<file path="src/rtl/posit_pkg.sv">
// Package: posit_pkg
// Shared types and width helpers for the posit unpacker.
// Assumes parameters are legal (checked by the top module).
package posit_pkg;

    // Classification of a raw posit word.
    typedef enum logic [1:0] {
        CLASS_REAL = 2'd0,
        CLASS_ZERO = 2'd1,
        CLASS_NAR  = 2'd2
    } word_class_e;

    // Width of a counter able to hold a regime run of up to word_w-1.
    function automatic int run_width(input int word_w);
        return $clog2(word_w);
    endfunction

    // Signed width of the regime value, range -(word_w-1) .. word_w-2.
    function automatic int regime_width(input int word_w);
        return $clog2(word_w) + 1;
    endfunction

endpackage

</file>
<file path="src/rtl/posit_magnitude.sv">
// Module: posit_magnitude
// Produces the body (all bits below the sign) of the word's magnitude.
// For a negative word this is the low part of its two's complement,
// which equals the low bits of the full negation.
// Assumes WORD_W >= 3. Purely combinational.
module posit_magnitude #(
    parameter int WORD_W = 8,
    localparam int BODY_W = WORD_W - 1
) (
    input  logic [WORD_W-1:0] word,
    output logic              sign,
    output logic [BODY_W-1:0] body
);

    // Split off the sign and negate the body when the word is negative.
    always_comb begin
        sign = word[WORD_W-1];
        if (sign)
            body = (~word[BODY_W-1:0]) + BODY_W'(1);
        else
            body = word[BODY_W-1:0];
    end

endmodule

</file>
<file path="src/rtl/posit_run_count.sv">
// Module: posit_run_count
// Measures the regime run: the number of leading body bits equal to the
// top body bit. The result is 1 .. BODY_W; it equals BODY_W when the run
// reaches the end of the word. Assumes a body that is not all zeros
// (zero and Not-a-Real are flagged elsewhere). Purely combinational.
module posit_run_count #(
    parameter int WORD_W = 8,
    localparam int BODY_W = WORD_W - 1,
    localparam int CNT_W  = posit_pkg::run_width(WORD_W)
) (
    input  logic [BODY_W-1:0] body,
    output logic              polarity,
    output logic [CNT_W-1:0]  run_len
);

    logic found;

    // Scan from the top for the first bit that breaks the run.
    always_comb begin
        polarity = body[BODY_W-1];
        run_len  = CNT_W'(BODY_W);
        found    = 1'b0;
        for (int i = BODY_W - 2; i >= 0; i--) begin
            if (!found && (body[i] != polarity)) begin
                run_len = CNT_W'(BODY_W - 1 - i);
                found   = 1'b1;
            end
        end
    end

endmodule

</file>
<file path="src/rtl/posit_field_align.sv">
// Module: posit_field_align
// Removes the regime and its terminating bit, leaving the exponent and
// fraction left-aligned in a TAIL_W-bit vector. The top two body bits are
// always consumed (run of at least one plus terminator), so only the lower
// TAIL_W bits are shifted, by run_len-1. Bits shifted in are zero, which
// pads any exponent or fraction cut off by the word end.
// Assumes run_len >= 1. Purely combinational.
module posit_field_align #(
    parameter int WORD_W = 8,
    localparam int BODY_W = WORD_W - 1,
    localparam int TAIL_W = WORD_W - 3,
    localparam int CNT_W  = posit_pkg::run_width(WORD_W)
) (
    input  logic [BODY_W-1:0] body,
    input  logic [CNT_W-1:0]  run_len,
    output logic [TAIL_W-1:0] tail
);

    logic [CNT_W-1:0] shamt;

    // Shift the bits after the minimal regime past the rest of the run.
    always_comb begin
        shamt = run_len - CNT_W'(1);
        tail  = body[TAIL_W-1:0] << shamt;
    end

endmodule

</file>
<file path="src/rtl/posit_unpack.sv">
// Module: posit_unpack
// Unpacks a WORD_W-bit posit with EXP_W exponent bits into sign, signed
// scale factor {regime, exponent}, and a fraction with explicit hidden bit.
// Flags zero and Not-a-Real; both force scale and fraction to zero.
// OUT_REG=1 adds an output register (1-cycle latency, holds while idle);
// OUT_REG=0 makes the block purely combinational.
// Assumes WORD_W >= EXP_W + 4 so at least one fraction bit exists.
module posit_unpack #(
    parameter int WORD_W  = 8,
    parameter int EXP_W   = 1,
    parameter bit OUT_REG = 1'b1,
    localparam int BODY_W  = WORD_W - 1,
    localparam int TAIL_W  = WORD_W - 3,
    localparam int FRAC_W  = TAIL_W - EXP_W,
    localparam int FOUT_W  = FRAC_W + 1,
    localparam int CNT_W   = posit_pkg::run_width(WORD_W),
    localparam int RG_W    = posit_pkg::regime_width(WORD_W),
    localparam int SCALE_W = RG_W + EXP_W
) (
    input  logic               clk,
    input  logic               rst_n,
    input  logic               in_valid,
    input  logic [WORD_W-1:0]  in_word,
    output logic               out_valid,
    output logic               out_sign,
    output logic [SCALE_W-1:0] out_scale,
    output logic [FOUT_W-1:0]  out_frac,
    output logic               out_zero,
    output logic               out_nar
);

    import posit_pkg::*;

    // Parameter legality check at elaboration.
    initial begin
        if (WORD_W < EXP_W + 4)
            $error("posit_unpack: WORD_W must be at least EXP_W + 4");
    end

    logic                sign_c;
    logic [BODY_W-1:0]   body_c;
    logic                pol_c;
    logic [CNT_W-1:0]    run_c;
    logic [TAIL_W-1:0]   tail_c;
    logic signed [RG_W-1:0] regime_c;
    logic [SCALE_W-1:0]  scale_c;
    logic [FOUT_W-1:0]   frac_c;
    word_class_e         class_c;

    posit_magnitude #(.WORD_W(WORD_W)) u_mag (
        .word (in_word),
        .sign (sign_c),
        .body (body_c)
    );

    posit_run_count #(.WORD_W(WORD_W)) u_run (
        .body     (body_c),
        .polarity (pol_c),
        .run_len  (run_c)
    );

    posit_field_align #(.WORD_W(WORD_W)) u_align (
        .body    (body_c),
        .run_len (run_c),
        .tail    (tail_c)
    );

    // Classify the raw word: all low bits clear means zero or Not-a-Real.
    always_comb begin
        if (in_word[BODY_W-1:0] != '0)
            class_c = CLASS_REAL;
        else if (in_word[WORD_W-1])
            class_c = CLASS_NAR;
        else
            class_c = CLASS_ZERO;
    end

    // Turn the run length into a signed regime value.
    always_comb begin
        if (pol_c)
            regime_c = $signed({1'b0, run_c}) - RG_W'(1);
        else
            regime_c = -$signed({1'b0, run_c});
    end

    // Form the scale factor; the exponent field exists only when EXP_W > 0.
    generate
        if (EXP_W > 0) begin : g_exp
            logic [SCALE_W-1:0] joined;
            // Place the regime above the exponent bits.
            always_comb joined = {regime_c, tail_c[TAIL_W-1 -: EXP_W]};
            // Zero the scale for special words.
            always_comb scale_c = (class_c == CLASS_REAL) ? joined : '0;
        end else begin : g_noexp
            // Scale is the regime alone; zero for special words.
            always_comb scale_c = (class_c == CLASS_REAL) ? SCALE_W'(regime_c) : '0;
        end
    endgenerate

    // Attach the hidden one to the fraction; zero for special words.
    always_comb begin
        if (class_c == CLASS_REAL)
            frac_c = {1'b1, tail_c[FRAC_W-1:0]};
        else
            frac_c = '0;
    end

    // Output stage: register or pass-through, chosen by OUT_REG.
    generate
        if (OUT_REG) begin : g_reg
            // Capture a decoded word on a strobe, hold otherwise, clear on reset.
            always_ff @(posedge clk) begin
                if (!rst_n) begin
                    out_valid <= 1'b0;
                    out_sign  <= 1'b0;
                    out_scale <= '0;
                    out_frac  <= '0;
                    out_zero  <= 1'b0;
                    out_nar   <= 1'b0;
                end else begin
                    out_valid <= in_valid;
                    if (in_valid) begin
                        out_sign  <= sign_c;
                        out_scale <= scale_c;
                        out_frac  <= frac_c;
                        out_zero  <= (class_c == CLASS_ZERO);
                        out_nar   <= (class_c == CLASS_NAR);
                    end
                end
            end

            // a strobe yields a valid result one edge later
            a_r8_valid_follows: assert property (@(posedge clk) disable iff (!rst_n)
                in_valid |=> out_valid);
            // an idle cycle yields no result and leaves the data untouched
            a_r8_idle_holds: assert property (@(posedge clk) disable iff (!rst_n)
                !in_valid |=> (!out_valid && $stable(out_scale) && $stable(out_frac)));
            // reset clears the output register
            a_r9_reset_clears: assert property (@(posedge clk)
                !rst_n |=> (!out_valid && out_scale == '0 && out_frac == '0
                            && !out_zero && !out_nar && !out_sign));
            // reported sign is the top bit of the captured word
            a_r3_sign_from_word: assert property (@(posedge clk) disable iff (!rst_n)
                out_valid |-> out_sign == $past(in_word[WORD_W-1]));
        end else begin : g_comb
            // Pass the decode straight through.
            always_comb begin
                out_valid = in_valid;
                out_sign  = sign_c;
                out_scale = scale_c;
                out_frac  = frac_c;
                out_zero  = (class_c == CLASS_ZERO);
                out_nar   = (class_c == CLASS_NAR);
            end
        end
    endgenerate

    // zero result carries no sign, scale or fraction
    a_r1_zero_fields: assert property (@(posedge clk) disable iff (!rst_n)
        (out_valid && out_zero) |-> (!out_sign && out_scale == '0 && out_frac == '0));
    // Not-a-Real result is negative with empty fields
    a_r2_nar_fields: assert property (@(posedge clk) disable iff (!rst_n)
        (out_valid && out_nar) |-> (out_sign && out_scale == '0 && out_frac == '0));
    // the two special flags are exclusive
    a_r10_flags_exclusive: assert property (@(posedge clk) disable iff (!rst_n)
        out_valid |-> !(out_zero && out_nar));
    // every real result carries the hidden one
    a_r7_hidden_bit: assert property (@(posedge clk) disable iff (!rst_n)
        (out_valid && !out_zero && !out_nar) |-> out_frac[FOUT_W-1]);
    // the run counter stays within one bit to the whole body
    a_r4_run_range: assert property (@(posedge clk) disable iff (!rst_n)
        (in_valid && class_c == CLASS_REAL) |-> (run_c >= CNT_W'(1) && run_c <= CNT_W'(BODY_W)));

endmodule

</file>
<file path="config.mk">
export PLATFORM = sky130hd
export DESIGN_NAME = posit_unpack
export DESIGN_NICKNAME = d
export VERILOG_FILES = /design/src/rtl/posit_pkg.sv /design/src/rtl/posit_magnitude.sv /design/src/rtl/posit_run_count.sv /design/src/rtl/posit_field_align.sv /design/src/rtl/posit_unpack.sv
export SDC_FILE = /design/constraint.sdc
export NUM_CORES = 1
export LEC_CHECK = 0
export BUFFER_PORTS_ARGS = -buffer_cell sky130_fd_sc_hd__buf_2
export CAP_MARGIN = 25
export CORE_ASPECT_RATIO = 1.4
export CORE_MARGIN = 5
export CORE_UTILIZATION = 35
export DETAILED_ROUTE_END_ITERATION = 10
export GPL_ROUTABILITY_DRIVEN = 1
export SYNTH_ARGS = -nofsm -noshare
export SYNTH_HDL_FRONTEND = slang
export SYNTH_HIERARCHICAL = 1
export SYNTH_SLANG_ARGS = --single-unit
export TNS_END_PERCENT = 5
</file>
<file path="constraint.sdc">
create_clock -name clk -period 3.3 [get_ports clk]
set_clock_uncertainty 0.1 [all_clocks]
set_input_delay 0.165 -clock clk [delete_from_list [all_inputs] [get_ports clk]]
set_output_delay 0.165 -clock clk [all_outputs]
set_load 0.05 [all_outputs]
</file>
Yosys cells after proc, flatten, opt, wreduce, memory -nomap -nowiden
Cells that the tools add are included.
{ "word_totals": {"out_inout_bits": 14, "wordCells": 49, "ff_bits": 14, "inputBits": 11} }
{ "classes": {"n_addsub": 4, "mux": 17, "n_shift": 1, "eq_ne": 8, "n_reduce_logical": 12, "bitwise_logic": 1} }
{ "ops": {"columns": ["op", "count"], "rows": [
  ["3-bit 2-to-1 mux", 6],
  ["5-bit 2-to-1 mux", 2],
  ["7-bit by 1-bit adder with 7-bit output (second input constant)", 1],
  ["7-bit 2-to-1 mux", 1],
  ["7-bit NOT", 1],
  ["7-bit nonzero test", 1],
  ["1-bit inequality test", 6],
  ["1-bit logical AND", 5],
  ["1-bit logical NOT", 5],
  ["1-bit 2-to-1 mux", 5],
  ["5-bit by 3-bit << shifter with 5-bit output", 1],
  ["2-bit 2-to-1 mux", 2],
  ["4-bit 2-to-1 mux", 1],
  ["3-bit negation with 4-bit output", 1],
  ["3-bit by 1-bit subtractor with 4-bit output (second input constant)", 1],
  ["3-bit by 1-bit subtractor with 3-bit output (second input constant)", 1],
  ["2-bit by 1-bit == test with 1-bit output (second input constant)", 1],
  ["2-bit == test (second input constant)", 1],
  ["2-bit logical NOT", 1]
]} }

Longest topological paths before layout
{ "logic_depth": {"depth_word": 23, "depth_mapped": 17} }

Hierarchy
Netlist, hierarchy kept.
{ "modules_own_cells": {"columns": ["mod", "cells_per_inst", "area_each_um2", "n_inst", "seq_area_each_um2"], "rows": [
  ["posit_unpack", 73, 653.1, 1, 280.3],
  ["posit_magnitude", 20, 156.4, 1, 0.0],
  ["posit_field_align", 20, 151.4, 1, 0.0],
  ["posit_run_count", 17, 117.6, 1, 0.0]
]} }

Worst setup path after synthesis
No wires, ideal clock.
{ "synth_path": {"kind": "input to register", "startpoint": "input in_word[3]", "endpoint": "register out_scale[0]", "cell_stages": 15, "setup_time_ns": 0.070, "slack_ns": 0.287, "required_time_ns": 3.130, "path_buffers": 2, "arrival_ns": 2.842, "path_cell_list": "or3_4 -> o21ai_1 -> xnor2_1 -> nor2_2 -> a221oi_2 -> nand3b_1 -> buf_6 -> inv_1 -> ha_1 -> buf_4 -> mux2i_1 -> mux2_2 -> mux2i_1 -> o211ai_1 -> a21oi_1"} }
{ "synth_between": {"elab_chain_len": 23, "word_cells_on_any_way": 36, "cone_classes": "add/sub (2); eq/ne (6); shift (1); mux (14); bitwise (1); reduce/logical (12)"} }
{ "synth_lines": {"columns": ["element", "line_no", "rtl"], "rows": [
  ["start: declaration", "posit_unpack.sv:23", "input logic [WORD_W-1:0] in_word,"],
  ["7-bit NOT *", "posit_magnitude.sv:19", "body = (~word[BODY_W-1:0]) + BODY_W'(1);"],
  ["7-bit by 1-bit adder with 7-bit output *", "posit_magnitude.sv:19", null],
  ["7-bit 2-to-1 mux *", "posit_magnitude.sv:18", "if (sign)"],
  ["via body_c[6]", "posit_unpack.sv:41", "logic [BODY_W-1:0] body_c;"],
  ["1-bit inequality test", "posit_run_count.sv:24", "if (!found && (body[i] != polarity)) begin"],
  ["1-bit 2-to-1 mux", "posit_run_count.sv:24", null],
  ["1-bit logical NOT", "posit_run_count.sv:24", null],
  ["1-bit logical AND", "posit_run_count.sv:24", null],
  ["[... 10 more ...]", null, null],
  ["1-bit logical NOT", "posit_run_count.sv:24", null],
  ["1-bit logical AND", "posit_run_count.sv:24", null],
  ["3-bit 2-to-1 mux *", "posit_run_count.sv:24", null],
  ["via run_c[0]", "posit_unpack.sv:43", "logic [CNT_W-1:0] run_c;"],
  ["3-bit by 1-bit subtractor with 3-bit output *", "posit_field_align.sv:23", "shamt = run_len - CNT_W'(1);"],
  ["5-bit by 3-bit << shifter with 5-bit output *", "posit_field_align.sv:24", "tail = body[TAIL_W-1:0] << shamt;"],
  ["via tail_c[4]", "posit_unpack.sv:44", "logic [TAIL_W-1:0] tail_c;"],
  ["5-bit 2-to-1 mux *", "posit_unpack.sv:93", "always_comb scale_c = (class_c == CLASS_REAL) ? joined : '0;"],
  ["end signal: assignment", "posit_unpack.sv:124", "out_scale <= scale_c;"],
  ["end: declaration", "posit_unpack.sv:26", "output logic [SCALE_W-1:0] out_scale,"]
]} }
Mark *: on every way through the listed nets, which the timed path passes. The rest lies on a longest branch.
A chain may end at the register's enable or synchronous reset.

Worst setup path after layout
{ "layout_path": {"startpoint": "input in_word[0]", "endpoint": "register out_scale[0]"} }
{ "layout_between": {"word_cells_on_any_way": 36, "cone_classes": "add/sub (2); eq/ne (6); shift (1); mux (14); bitwise (1); reduce/logical (12)"} }
{ "layout_lines": {"columns": ["element", "line_no"], "rows": [
  ["7-bit NOT *", "posit_magnitude.sv:19"],
  ["7-bit by 1-bit adder with 7-bit output *", "posit_magnitude.sv:19"],
  ["7-bit 2-to-1 mux *", "posit_magnitude.sv:18"],
  ["via body_c[4]", "posit_unpack.sv:41"],
  ["1-bit inequality test *", "posit_run_count.sv:24"],
  ["1-bit logical AND *", "posit_run_count.sv:24"],
  ["1-bit 2-to-1 mux", "posit_run_count.sv:24"],
  ["1-bit logical NOT", "posit_run_count.sv:24"],
  ["[... 8 more ...]", null],
  ["1-bit logical NOT", "posit_run_count.sv:24"],
  ["1-bit logical AND", "posit_run_count.sv:24"],
  ["3-bit 2-to-1 mux *", "posit_run_count.sv:24"],
  ["via run_c[0]", "posit_unpack.sv:43"],
  ["3-bit by 1-bit subtractor with 3-bit output *", "posit_field_align.sv:23"],
  ["5-bit by 3-bit << shifter with 5-bit output *", "posit_field_align.sv:24"],
  ["via tail_c[4]", "posit_unpack.sv:44"],
  ["5-bit 2-to-1 mux *", "posit_unpack.sv:93"]
]} }
Marks and branches as above.

==> metrics <==
fillers=298; fin. max-slew vios=0; CTS tree=yes; die area=4310 um2; Top Metal Used=met4; initial antenna violation count=0; via count=989; Max Fclk=340 MHz; first-pass GRT wire length=4110 um; slowest CP cell=a2111oi_0; # hold bufs at CTS=0; YS warnings=6; Seq/Total Area, Yosys=26.0%; Seq. cell area=280 um2; Crit path top cell by count=inv_1; hpwl dp=1870 um; vias in the first global route=998; Post-Route Setup TNS=0 ns; global placement routability congestion=0.764; Cells after Synth=130; synth unique cells=43; # IOs=25; peak supply drop=220 uV; FP Rows=23; n_diodes=0; global route total overflow=0; outcome=finished clean; Crit Path Class=input port to flop; Synthesized Nets=145; root buffer cell=clkbuf_8; TritonCTS Sinks=14; Skew-Pair Late Insertion Delay=0.23 ns; EDFF count, synth=0; Num CTS Buffers=3; multi-input logic area=718 um2; Yosys reg bits=14; DRC viols=0; met3 wire len=126 um; Chip Width=56.9 um; Max FO, Critical Path=10; post-cts sizing count=0; most frequent cells in the layout=buf_2 (24), dfxtp_1 (14), nand2b_1 (11), a21oi_1 (11), inv_1 (9); final setup vio count=0; Via density=5.29; clock buffer depth=2; crit-path max cell delay=0.38 ns; Min-Delay Path Class=input port to flop; Critical Path RT=3.37 ns; Post-CTS Setup Inserts=0; Die Y=75.7 um; CP Launch Type=input port; DR WL met2=1190 um; 1st-iter DRT viols=27; nets@finish=167; Initial Util=37.1%; drt wl/cell=12.5 um; Total Routing Usage GR=12.0%; pwr dens=506 nW/um2; H-tree depth=1; post-route ant nets=0; DRT Pass-1 Iters=4; clk slew on worst S/H paths=0.05 ns; ys async rst share=0%; WL final=2340 um; IO Port Bufs=24; most common cell after layout, fill and taps aside=buf_2; Tcrit/Tclk final=89.2%; crit path DAT=3.01 ns; max_cap viols=0; worst path cell trace=buf_2 -> inv_1 -> ha_1 -> inv_1 -> o31ai_1 -> xnor2_2 -> a2111oi_0 -> nand3b_1 -> inv_1 -> ha_1 -> mux2i_1 -> mux2_2 -> mux2i_1 -> o211ai_1 -> a21oi_1; leakage=0.553 nW; synthesized cell area=1080 um2; Worst Setup End Kind=flop; unrepaired setup endpoints after global routing=no; worst-margin pin slew=0.633 ns; Hold WS=0.0766 ns; largest net degree at the start of global routing=25; Main synth FF type=dfxtp_1; share of cells above drive strength 1=25.3%; area delta synth->final=17.1%; DRT met1 WL=990 um; Hold Fails Final Rpt=0; fin crit period=2.94 ns; Avg Cell Area, Syn=8.30 um2; relative slew slack=57.4%; Core Box Area=2910 um2
-- layer usage --
metal  track usage (%)  vias to the layer above
met1              12.6                      461
met4              6.96                        0
met2              22.0                       23
met3              2.54                        4
met5                 0                        -
li1                  -                      501
-- state kept, by name (all words and copies together), names as in the netlist --
name	flops
out_frac	5
out_scale	5
out_nar	1
out_sign	1
out_valid	1
out_zero	1
-- cell type report --
class	count	area share (%)
repair buffers	27	11.3
inverters	9	2.68
clock buffers	3	3.27
well taps	37	3.67
multi-input cells	97	56.9
flip-flops and latches	14	22.2
-- path summary, 6_finish.rpt --
check	slack [ns]	cells after the start	start	endpoint
setup / recovery	0.36	15	in_word[0]	out_scale[0]
hold / removal	0.08	2	rst_n	out_scale[4]
setup reg to reg	2.45	2	out_scale[4]	out_scale[4]
hold reg to reg	0.37	2	out_scale[2]	out_scale[2]
-- metrics by stage --
step / power (mW) / util, % / setup WS [ns] / cells / area, um2
floorplan: 0.455 / - / 0.287 / 130 / 1080
finish: 0.639 / 43.4 / 0.357 / 187 / 1260
detailed placement: 0.510 / 41.5 / 0.0175 / 184 / 1210
CTS: 0.643 / 42.9 / 0.254 / 187 / 1250
global placement: 0.502 / 41.5 / 0.158 / 184 / 1210
global route: 0.688 / 43.4 / 0.0469 / 187 / 1260
-- logic make-up (layout without fill, tap and decap cells) --
kind of cell,Yosys count,in the layout,synth area share [%]
adders and majority gates,4,4,4.64
AOI/OAI and AO/OA,34,34,23.3
and+or+nand+nor,42,42,22.4
xor gates and xnor gates,10,10,8.12
buffers and inverters,19,39,8.82
DFF,14,14,26.0
muxes,7,7,6.73
-- worst max-delay path, delay by kind of cell --
kind	cells	cell delay, ns
AOI/OAI and AO/OA	4	0.95
xor gates and xnor gates	1	0.20
adders and majority gates	2	0.55
buffers and inverters	4	0.35
muxes	3	0.60
and+or+nand+nor	1	0.17
-- cells in the mapped netlist, drive strengths merged, types with 5 or more instances --
cell	count	area share, %
nand2	5	1.7
clkbuf	5	1.9
a21oi	11	5.1
o211ai	7	4.9
mux2i	5	4.6
buf	5	3.8
nand2b	11	6.4
dfxtp	14	26
xnor2	6	4.9
inv	9	3.1
nor2	8	3.0
-- where the power goes --
part	internal [mW]	total, mW	switching [mW]
sequential	0.188	0.196	0.00759
combinational	0.117	0.311	0.194
clock	0.0803	0.132	0.0518
total	0.386	0.639	0.254
No activity file was read; power rests on OpenSTA's default activity.
